File: src/rtl/irq_pend_pkg.sv
package irq_pend_pkg;
  localparam int WIX_W = 8;

  typedef enum logic [1:0] {
    WIN_NONE = 2'd0,
    WIN_SET  = 2'd1,
    WIN_CLR  = 2'd2
  } win_e;

  typedef struct packed {
    win_e             win;
    logic [WIX_W-1:0] word;
  } dec_t;
endpackage

File: src/rtl/irq_pend_rst_sync.sv
module irq_pend_rst_sync (
  input  logic clk,
  input  logic rst_n,
  output logic rst_sync_n
);
  logic meta_q;

  always_ff @(posedge clk or negedge rst_n) begin
    if (!rst_n) begin
      meta_q     <= 1'b0;
      rst_sync_n <= 1'b0;
    end else begin
      meta_q     <= 1'b1;
      rst_sync_n <= meta_q;
    end
  end
endmodule

File: src/rtl/irq_pend_decode.sv
module irq_pend_decode
  import irq_pend_pkg::*;
#(
  parameter int ADDR_W    = 12,
  parameter int NUM_WORDS = 5,
  parameter int SET_BASE  = 'h200,
  parameter int CLR_BASE  = 'h280
) (
  input  logic [ADDR_W-1:0] addr,
  output dec_t              dec
);
  localparam logic [ADDR_W-1:0] SET_LO = ADDR_W'(SET_BASE);
  localparam logic [ADDR_W-1:0] SET_HI = ADDR_W'(SET_BASE + 4*NUM_WORDS);
  localparam logic [ADDR_W-1:0] CLR_LO = ADDR_W'(CLR_BASE);
  localparam logic [ADDR_W-1:0] CLR_HI = ADDR_W'(CLR_BASE + 4*NUM_WORDS);

  logic [ADDR_W-1:0] set_off;
  logic [ADDR_W-1:0] clr_off;

  always_comb begin
    set_off  = addr - SET_LO;
    clr_off  = addr - CLR_LO;
    dec.win  = WIN_NONE;
    dec.word = '0;
    if (addr >= SET_LO && addr < SET_HI) begin
      dec.win  = WIN_SET;
      dec.word = WIX_W'(set_off[ADDR_W-1:2]);
    end else if (addr >= CLR_LO && addr < CLR_HI) begin
      dec.win  = WIN_CLR;
      dec.word = WIX_W'(clr_off[ADDR_W-1:2]);
    end
  end
endmodule

File: src/rtl/irq_pend_word.sv
module irq_pend_word #(
  parameter int WIDTH = 32
) (
  input  logic             clk,
  input  logic             rst_n,
  input  logic             sw_set,
  input  logic             sw_clr,
  input  logic [WIDTH-1:0] wdata,
  input  logic [WIDTH-1:0] hw_set,
  input  logic [WIDTH-1:0] ack,
  output logic [WIDTH-1:0] pend
);
  logic [WIDTH-1:0] set_v;
  logic [WIDTH-1:0] clr_v;
  logic [WIDTH-1:0] pend_nxt;
  logic             pend_en;

  // set terms dominate clear terms
  always_comb begin
    set_v    = hw_set | (sw_set ? wdata : '0);
    clr_v    = ack | (sw_clr ? wdata : '0);
    pend_nxt = set_v | (pend & ~clr_v);
    pend_en  = (pend_nxt != pend);
  end

  always_ff @(posedge clk or negedge rst_n) begin
    if (!rst_n) begin
      pend <= '0;
    end else if (pend_en) begin
      pend <= pend_nxt;
    end
  end
endmodule

File: src/rtl/irq_pend_bank.sv
module irq_pend_bank
  import irq_pend_pkg::*;
#(
  parameter int NUM_IRQ  = 134,
  parameter int ADDR_W   = 12,
  parameter int SET_BASE = 'h200,
  parameter int CLR_BASE = 'h280
) (
  input  logic               clk,
  input  logic               rst_n,
  input  logic               req_valid,
  input  logic               req_write,
  input  logic               req_priv,
  input  logic [ADDR_W-1:0]  req_addr,
  input  logic [31:0]        req_wdata,
  input  logic [NUM_IRQ-1:0] irq_raise,
  input  logic [NUM_IRQ-1:0] irq_ack,
  output logic               rsp_valid,
  output logic [31:0]        rsp_rdata,
  output logic               rsp_err,
  output logic [NUM_IRQ-1:0] pend_o
);
  localparam int NUM_WORDS = (NUM_IRQ + 31) / 32;
  localparam int LAST_W    = NUM_IRQ - 32 * (NUM_WORDS - 1);

  logic        rst_sync_n;
  dec_t        dec;
  logic        acc_ok;
  logic        wr_ok;
  logic        rd_ok;
  logic [31:0] word_rd [NUM_WORDS];
  logic [31:0] rdata_nxt;
  logic        err_nxt;

  irq_pend_rst_sync rst_i (
    .clk        (clk),
    .rst_n      (rst_n),
    .rst_sync_n (rst_sync_n)
  );

  irq_pend_decode #(
    .ADDR_W    (ADDR_W),
    .NUM_WORDS (NUM_WORDS),
    .SET_BASE  (SET_BASE),
    .CLR_BASE  (CLR_BASE)
  ) dec_i (
    .addr (req_addr),
    .dec  (dec)
  );

  always_comb begin
    acc_ok = req_valid & req_priv;
    wr_ok  = acc_ok & req_write;
    rd_ok  = acc_ok & ~req_write & (dec.win != WIN_NONE);
  end

  for (genvar w = 0; w < NUM_WORDS; w++) begin : g_word
    localparam int LO    = 32 * w;
    localparam int WIDTH = (w == NUM_WORDS - 1) ? LAST_W : 32;
    logic hit;

    assign hit = (dec.word == WIX_W'(w));

    irq_pend_word #(
      .WIDTH (WIDTH)
    ) word_i (
      .clk    (clk),
      .rst_n  (rst_sync_n),
      .sw_set (wr_ok & hit & (dec.win == WIN_SET)),
      .sw_clr (wr_ok & hit & (dec.win == WIN_CLR)),
      .wdata  (req_wdata[WIDTH-1:0]),
      .hw_set (irq_raise[LO +: WIDTH]),
      .ack    (irq_ack[LO +: WIDTH]),
      .pend   (pend_o[LO +: WIDTH])
    );

    assign word_rd[w] = 32'(pend_o[LO +: WIDTH]);
  end

  always_comb begin
    rdata_nxt = '0;
    for (int w = 0; w < NUM_WORDS; w++) begin
      if (rd_ok && dec.word == WIX_W'(w)) begin
        rdata_nxt = word_rd[w];
      end
    end
    err_nxt = req_valid & ~req_priv;
  end

  always_ff @(posedge clk or negedge rst_sync_n) begin
    if (!rst_sync_n) begin
      rsp_valid <= 1'b0;
      rsp_err   <= 1'b0;
      rsp_rdata <= '0;
    end else begin
      rsp_valid <= req_valid;
      rsp_err   <= err_nxt;
      if (req_valid) begin
        rsp_rdata <= rdata_nxt;
      end
    end
  end
endmodule

File: config.mk
export PLATFORM = sky130hd
export DESIGN_NAME = irq_pend_bank
export DESIGN_NICKNAME = d
export VERILOG_FILES = /design/src/rtl/irq_pend_pkg.sv /design/src/rtl/irq_pend_rst_sync.sv /design/src/rtl/irq_pend_decode.sv /design/src/rtl/irq_pend_word.sv /design/src/rtl/irq_pend_bank.sv
export SDC_FILE = /design/constraint.sdc
export NUM_CORES = 1
export LEC_CHECK = 0
export ABC_CLOCK_PERIOD_IN_PS = 6300
export BUFFER_PORTS_ARGS = -buffer_cell sky130_fd_sc_hd__buf_2
export CAP_MARGIN = 15
export CELL_PAD_IN_SITES_DETAIL_PLACEMENT = 0
export CELL_PAD_IN_SITES_GLOBAL_PLACEMENT = 2
export CORE_MARGIN = 8
export CORE_UTILIZATION = 25
export DETAILED_ROUTE_END_ITERATION = 16
export PLACE_DENSITY = 0.92
export SKIP_CTS_REPAIR_TIMING = 1
export SLEW_MARGIN = 0
export SYNTH_ARGS = -nofsm -noshare
export SYNTH_HDL_FRONTEND = slang
export SYNTH_SLANG_ARGS = --single-unit
File: constraint.sdc
create_clock -name clk -period 6.3 [get_ports clk]
set_input_delay 0.63 -clock clk [delete_from_list [all_inputs] [get_ports clk]]
set_output_delay 0.63 -clock clk [all_outputs]
set_load 0.05 [all_outputs]
==> impl_metrics.env, run 1 <==
export IMPL_status="complete, no violations"
export IMPL_cts_made_buffers=17
export IMPL_die_h_microns=202.8
export IMPL_clock_skew_ps=7.614
export IMPL_wl_microns=42910
export IMPL_min_path_type="flop to flop"
export IMPL_initial_utilization=0.2533
export IMPL_antenna_found_initial=5
export IMPL_critPathLaunchType="input pin"
export IMPL_yosysUniqueCellTypes=36
export IMPL_grt_first_pass_wirelength_microns=62550
export IMPL_slowest_delay_ps=1050
export IMPL_synth_avg_cell_area_sq_um=9.861
export IMPL_first_iter_violations=571
export IMPL_firstDrtPassIters=5
export IMPL_reg2reg_to="g_word[2].word_i.pend[2]$_DFFE_PN0P_"
export IMPL_port_buffers=482
export IMPL_fin_nets=1642
export IMPL_ff2ff_path_depth=1
export IMPL_period_share=0.5764
export IMPL_clk_pin_slew_ps=70
export IMPL_syn_inst=885
export IMPL_async_flop_share=1.000
export IMPL_synth_largest_area_cell="dfrtp_1"
export IMPL_cts_max_path_buffers=2
export IMPL_drc=0
export IMPL_rsz0062_at_grt="no"
export IMPL_path_cells="buf_2, buf_4, o21ai_1, nand3_1, nor3_4, buf_4, a21oi_1, a211o_1"
export IMPL_ios=485
export IMPL_syn_area_sq_mm=0.008727
export IMPL_worstMarginPinSlew_ps=1219
export IMPL_vdd_drop_max_mv=0.1804
export IMPL_min_path_cells=0
export IMPL_layout_drive_gt1_share=0.4106
export IMPL_path_max_fanout=40
export IMPL_htree_levels=4
export IMPL_cts_tree="yes"
export IMPL_ant_nets=0
export IMPL_wl_per_cell_microns=23.90
export IMPL_syn_to_final_growth_pct=39.17
export IMPL_dieArea_sq_mm=0.04114
export IMPL_synth_area_leaders="dfrtp_1 49%, a211o_1 13%, nand2b_1 9.6%"
export IMPL_timing_fmax_ghz=0.2754
export IMPL_clk_latency_ps=440
export IMPL_slew_headroom=0.1815
export IMPL_fill_cells=3659
export IMPL_die_w_microns=202.8
export IMPL_arrival_ps=3960
export IMPL_grt_pass1_vias=9710
export IMPL_grtUsageTotal=0.2017
export IMPL_met2WireLength_microns=21110
export IMPL_r2r_setup_slack_ps=4540
export IMPL_crit_type="input pin to flop"
export IMPL_worstReg2RegStart="rst_i.rst_sync_n$_DFF_PN0_"
export IMPL_synth_seq_cells=170
export IMPL_ys_seq_area_frac=0.4875
export IMPL_via_per_inst=5.082
export IMPL_synth_edff_count=0
export IMPL_yosys_warnings=0
export IMPL_slew_violations=0
export IMPL_ys_flop_type="dfrtp_1"
export IMPL_period_needed_ps=3631
export IMPL_p_leak_nw=5.915
export IMPL_multi_input_area_sq_mm=0.004159
export IMPL_grt_max_degree=59
export IMPL_ff_latch_area_sq_mm=0.004258
export IMPL_cp_common_cell="buf_4"
export IMPL_synth_top_area_share=0.4875
export IMPL_fin_cells=1795
export IMPL_maxCapViolCount=0
export IMPL_hold_path_end="rst_i.rst_sync_n$_DFF_PN0_"
export IMPL_drt_met1_wl_microns=17360
export IMPL_hold_viol_final=0
export IMPL_dpl_cell_count=1759
export IMPL_gp_routability_congestion=0.8316
export IMPL_route_met3_wl_microns=3425
export IMPL_dr_max_layer_used="met5"
export IMPL_syn_nets=1203
export IMPL_root_buffer="clkbuf_16"
export IMPL_core_area_sq_mm=0.03446
export IMPL_vias=9122
export IMPL_critPathRequiredTime_ps=6620
export IMPL_critical_path_slowest_cell="nor3_4"
export IMPL_hold_start="rst_i.meta_q$_DFF_PN0_"
export IMPL_worst_setup_path_end_kind="flop"
export IMPL_dp_hpwl_microns=31930
export IMPL_cts_sinks=170
export IMPL_power_density_mw_per_mm2=240.5
export IMPL_rows=68
export IMPL_overflow=0
export IMPL_fin_setup_tns_ps=0
export IMPL_setup_viol=0
[final cells by class]
| class | count | area share |
|---|---|---|
| inverters | 3 | 0.0009272 |
| clock buffers | 18 | 0.03534 |
| multi-input cells | 632 | 0.3424 |
| clock inverters | 14 | 0.01329 |
| repair buffers | 500 | 0.2100 |
| diodes | 3 | 0.0006181 |
| flip-flops and latches | 170 | 0.3506 |
| well taps | 455 | 0.04687 |
[per-stage QoR]
| stage | cell area, sq um | power, mW | utilization | setup WS, ps | hold slack [ps] |
|---|---|---|---|---|---|
| 2_1_floorplan | 8727 | 1.616 | - | 1212 | 331.2 |
| 3_3_place_gp | 11540 | 1.844 | 0.3348 | 2235 | 340.2 |
| 3_5_place_dp | 11540 | 1.850 | 0.3348 | 2217 | 345.8 |
| 4_1_cts | 12130 | 2.959 | 0.3520 | 2701 | -69.90 |
| 5_1_grt | 12150 | 3.037 | 0.3525 | 2565 | 343.3 |
| 6_report | 12150 | 2.921 | 0.3525 | 2669 | 357.3 |
[worst max-delay path: cells and delay by family]
family | cells | cell delay, ps
buffers and inverters | 3 | 1100
and+or+nand+nor | 2 | 1470
AOI/OAI and AO/OA | 3 | 660
[state kept, by name, summed over array words and instances (netlist names)]
signal and flops:
rsp_valid 1, rst_i.rst_sync_n 1, rsp_err 1, g_word.word_i.pend 134, rsp_rdata 32, rst_i.meta_q 1
[cell usage after synthesis (2+ instances only)]
cell and n:
dfrtp_1 170, a21oi_1 161, a211o_1 134, nand2b_1 134, nor2_1 64, buf_2 56
a22oi_1 34, o2bb2ai_1 26, o21ai_0 24, clkbuf_1 22, nand2_1 13, o21ai_1 7
mux4_2 4, inv_1 3, nand3_1 3, nand3b_1 3, nor3_1 3, nor3_2 3
buf_1 2, nor4_2 2, or4_1 2
[worst max path at each step]
stage | cells after the start | slack (ps) | to | start
4_1_cts | 8 | 2700 | g_word[1].word_i.pend[15]$_DFFE_PN0P_ | req_addr[3]
3_3_place_gp | 8 | 2240 | g_word[1].word_i.pend[9]$_DFFE_PN0P_ | req_addr[3]
6_report | 8 | 2670 | g_word[1].word_i.pend[15]$_DFFE_PN0P_ | req_addr[3]
3_5_place_dp | 8 | 2220 | g_word[3].word_i.pend[11]$_DFFE_PN0P_ | req_addr[3]
5_1_grt | 8 | 2560 | g_word[3].word_i.pend[14]$_DFFE_PN0P_ | req_addr[3]
2_1_floorplan | 0 | 1210 | g_word[0].word_i.pend[0]$_DFFE_PN0P_ | rst_i.rst_sync_n$_DFF_PN0_
[report_power, final]
| part | leakage (nW) | internal, mW | switching, mW | total (mW) |
|---|---|---|---|---|
| registers | 1.94 | 1.15 | 0.0637 | 1.21 |
| clock network | 0.277 | 0.594 | 0.499 | 1.09 |
| logic | 3.70 | 0.206 | 0.407 | 0.613 |
| total | 5.92 | 1.95 | 0.970 | 2.92 |
[metal layers]
layer,global-route usage,vias up
li1,-,4145
met5,0,-
met2,0.3390,470
met3,0.05515,54
met4,0.07071,4
met1,0.2453,4449
[cell usage in the layout (no fill, tap or decap), types with 2 or more instances in the layout]
master	instances
buf_2	482
diode_2	3
nand3b_1	3
nor2_1	60
or4_1	2
nor4_4	2
nand3_1	3
inv_8	2
bufinv_16	2
mux4_2	4
nor3_1	3
nand2b_1	134
a22oi_1	34
clkinv_4	2
nor2_4	4
nor3_4	4
clkbuf_16	17
o2bb2ai_1	26
nand2_1	13
o21ai_1	7
a211o_1	134
buf_4	17
inv_1	2
a21oi_1	161
clkinvlp_4	4
dfrtp_1	169
o21ai_0	24
inv_6	3
[logic make-up after synthesis]
logic type / Yosys count / share of synthesized area
other: 1 / 0.0004297
DFF: 170 / 0.4875
AOI/OAI and AO/OA: 389 / 0.3028
and+or+nand+nor: 236 / 0.1528
buffers and inverters: 83 / 0.04373
adders and majority gates: 1 / 0.001433
muxes: 4 / 0.01032
xor gates and xnor gates: 1 / 0.001004
(Power assumes the default switching activity.)
==> inputs of run 2 (changes only) <==
--- a/config.mk
+++ b/config.mk
@@ -5,7 +5,7 @@
 export SDC_FILE = /design/constraint.sdc
 export NUM_CORES = 1
 export LEC_CHECK = 0
-export ABC_CLOCK_PERIOD_IN_PS = 6300
+export ABC_CLOCK_PERIOD_IN_PS = 3400
 export BUFFER_PORTS_ARGS = -buffer_cell sky130_fd_sc_hd__buf_2
 export CAP_MARGIN = 15
 export CELL_PAD_IN_SITES_DETAIL_PLACEMENT = 0
==> constraint.sdc (replaced) <==
create_clock -name clk -period 3.4 [get_ports clk]
set_input_delay 0.34 -clock clk [delete_from_list [all_inputs] [get_ports clk]]
set_output_delay 0.34 -clock clk [all_outputs]
set_load 0.05 [all_outputs]
==> run 2 against run 1 <==
- power grew 88%
- clock power grew 93%
- worst hold slack worse by 280 ps
- register-to-register slack lost 2400 ps
- final cell count up 0.67%
- critical path type unchanged
- sequential power grew 87%
==> impl_metrics.env, run 2 (same netlist as run 1, synthesis figures left out) <==
export IMPL_status="complete, no violations"
export IMPL_grt_max_degree=63
export IMPL_ant_nets=0
export IMPL_antenna_found_initial=3
export IMPL_largestRegisters="g_word.word_i.pend: 134 flops, rsp_rdata: 32 flops"
export IMPL_critPathLaunchType="input pin"
export IMPL_min_path_type="input pin to flop"
export IMPL_path_max_fanout=25
export IMPL_worst_setup_path_end_kind="flop"
export IMPL_period_share=0.7096
export IMPL_die_w_microns=202.8
export IMPL_firstDrtPassIters=5
export IMPL_dpl_cell_count=1771
export IMPL_core_area_sq_mm=0.03446
export IMPL_stdcell_area_sq_mm=0.01230
export IMPL_overflow=0
export IMPL_fin_cells=1807
export IMPL_grtUsageTotal=0.1997
export IMPL_layout_drive_gt1_share=0.4125
export IMPL_grt_first_pass_wirelength_microns=61680
export IMPL_ios=485
export IMPL_gp_routability_congestion=0.8657
export IMPL_rsz0062_at_grt="no"
export IMPL_syn_to_final_growth_pct=40.90
export IMPL_port_buffers=482
export IMPL_cts_sinks=170
export IMPL_root_buffer="clkbuf_16"
export IMPL_vdd_drop_max_mv=0.3551
export IMPL_crit_type="input pin to flop"
export IMPL_die_h_microns=202.8
export IMPL_dp_hpwl_microns=32210
export IMPL_rows=68
export IMPL_cts_made_buffers=17
export IMPL_critPathRequiredTime_ps=3730
export IMPL_top_register="g_word.word_i.pend"
export IMPL_drc=0
export IMPL_holdWs_ps=73.71
export IMPL_p_leak_nw=6.001
export IMPL_htree_levels=4
export IMPL_final_common_cell="buf_2"
export IMPL_power_density_mw_per_mm2=447.1
export IMPL_pre_cts_ws_ps=574.3
export IMPL_dieArea_sq_mm=0.04114
export IMPL_wl_microns=42970
export IMPL_cts_max_path_buffers=2
export IMPL_fin_setup_tns_ps=0
export IMPL_cts_tree="yes"
export IMPL_initial_utilization=0.2533
export IMPL_clock_skew_ps=8.476
export IMPL_final_cell_mix="482 x buf_2, 169 x dfrtp_1, 161 x a21oi_1"
export IMPL_arrival_ps=2740
export IMPL_maxCapViolCount=0
export IMPL_worstMarginPinSlew_ps=939.1
export IMPL_grt_pass1_vias=9455
export IMPL_wl_per_cell_microns=23.78
export IMPL_slew_violations=0
export IMPL_setup_viol=0
export IMPL_period_needed_ps=2413
export IMPL_first_iter_violations=612
export IMPL_clk_pin_slew_ps=70
export IMPL_fin_nets=1654
export IMPL_timing_fmax_ghz=0.4145
export IMPL_slew_headroom=0.3691
export IMPL_layout_setup_ws_ps=987.3
export IMPL_largest_register_ffs=134
export IMPL_via_per_inst=5.088
export IMPL_placed_area_sq_mm=0.01166
export IMPL_hold_viol_final=0
export IMPL_vias=9194
export IMPL_clk_latency_ps=450
[run 2: worst paths after layout]
check / startpoint / endpoint / slack, ps / cells past startpoint
worst max-delay path: req_addr[7] / g_word[0].word_i.pend[14]$_DFFE_PN0P_ / 990 / 9
worst max register to register: rst_i.rst_sync_n$_DFF_PN0_ / g_word[1].word_i.pend[0]$_DFFE_PN0P_ / 2140 / 1
worst min-delay path: irq_raise[128] / g_word[4].word_i.pend[0]$_DFFE_PN0P_ / 70 / 2
min in group asynchronous: rst_n / rst_i.meta_q$_DFF_PN0_ / 210 / 2
worst min register to register: rst_i.meta_q$_DFF_PN0_ / rst_i.rst_sync_n$_DFF_PN0_ / 350 / 0
max in group asynchronous: rst_i.rst_sync_n$_DFF_PN0_ / g_word[1].word_i.pend[0]$_DFFE_PN0P_ / 2140 / 1
[run 2: cell type report]
class	instances	area (sq um)
multi-input combinational	632	4159
sequential	170	4258
clock inverter	7	140.1
antenna	4	10.01
inverter	3	11.26
fill	3614	22160
timing repair buffer	512	2678
clock buffer	24	471.7
tap	455	569.3
[run 2: metal layers]
metal,part of all wire,up-vias,GRT usage
met3,0.079,61,0.05132
met4,0.025,2,0.07511
li1,-,4158,-
met2,0.50,474,0.3423
met1,0.40,4499,0.2377
met5,0.00037,-,0
[run 2: worst max-delay path: stages]
cell and delay [ps]:
buf_2 120, inv_1 130, ha_1 190, xor2_1 270, nand4_1 490, nor3_4 320, buf_4 440, a21oi_1 140
a211o_1 280
[run 2: through the flow]
| stage | utilization | power, mW |
|---|---|---|
| CTS | 0.3563 | 5.560 |
| detailed placement | 0.3385 | 3.438 |
| global placement | 0.3385 | 3.431 |
| finish | 0.3569 | 5.498 |
| global route | 0.3567 | 5.719 |
| floorplan | - | 2.995 |
[run 2: power breakdown]
group          internal, mW  leakage, nW  switching (mW)
clock network          1.26        0.291           0.832
registers              2.13         1.94           0.126
logic                 0.387         3.77           0.754
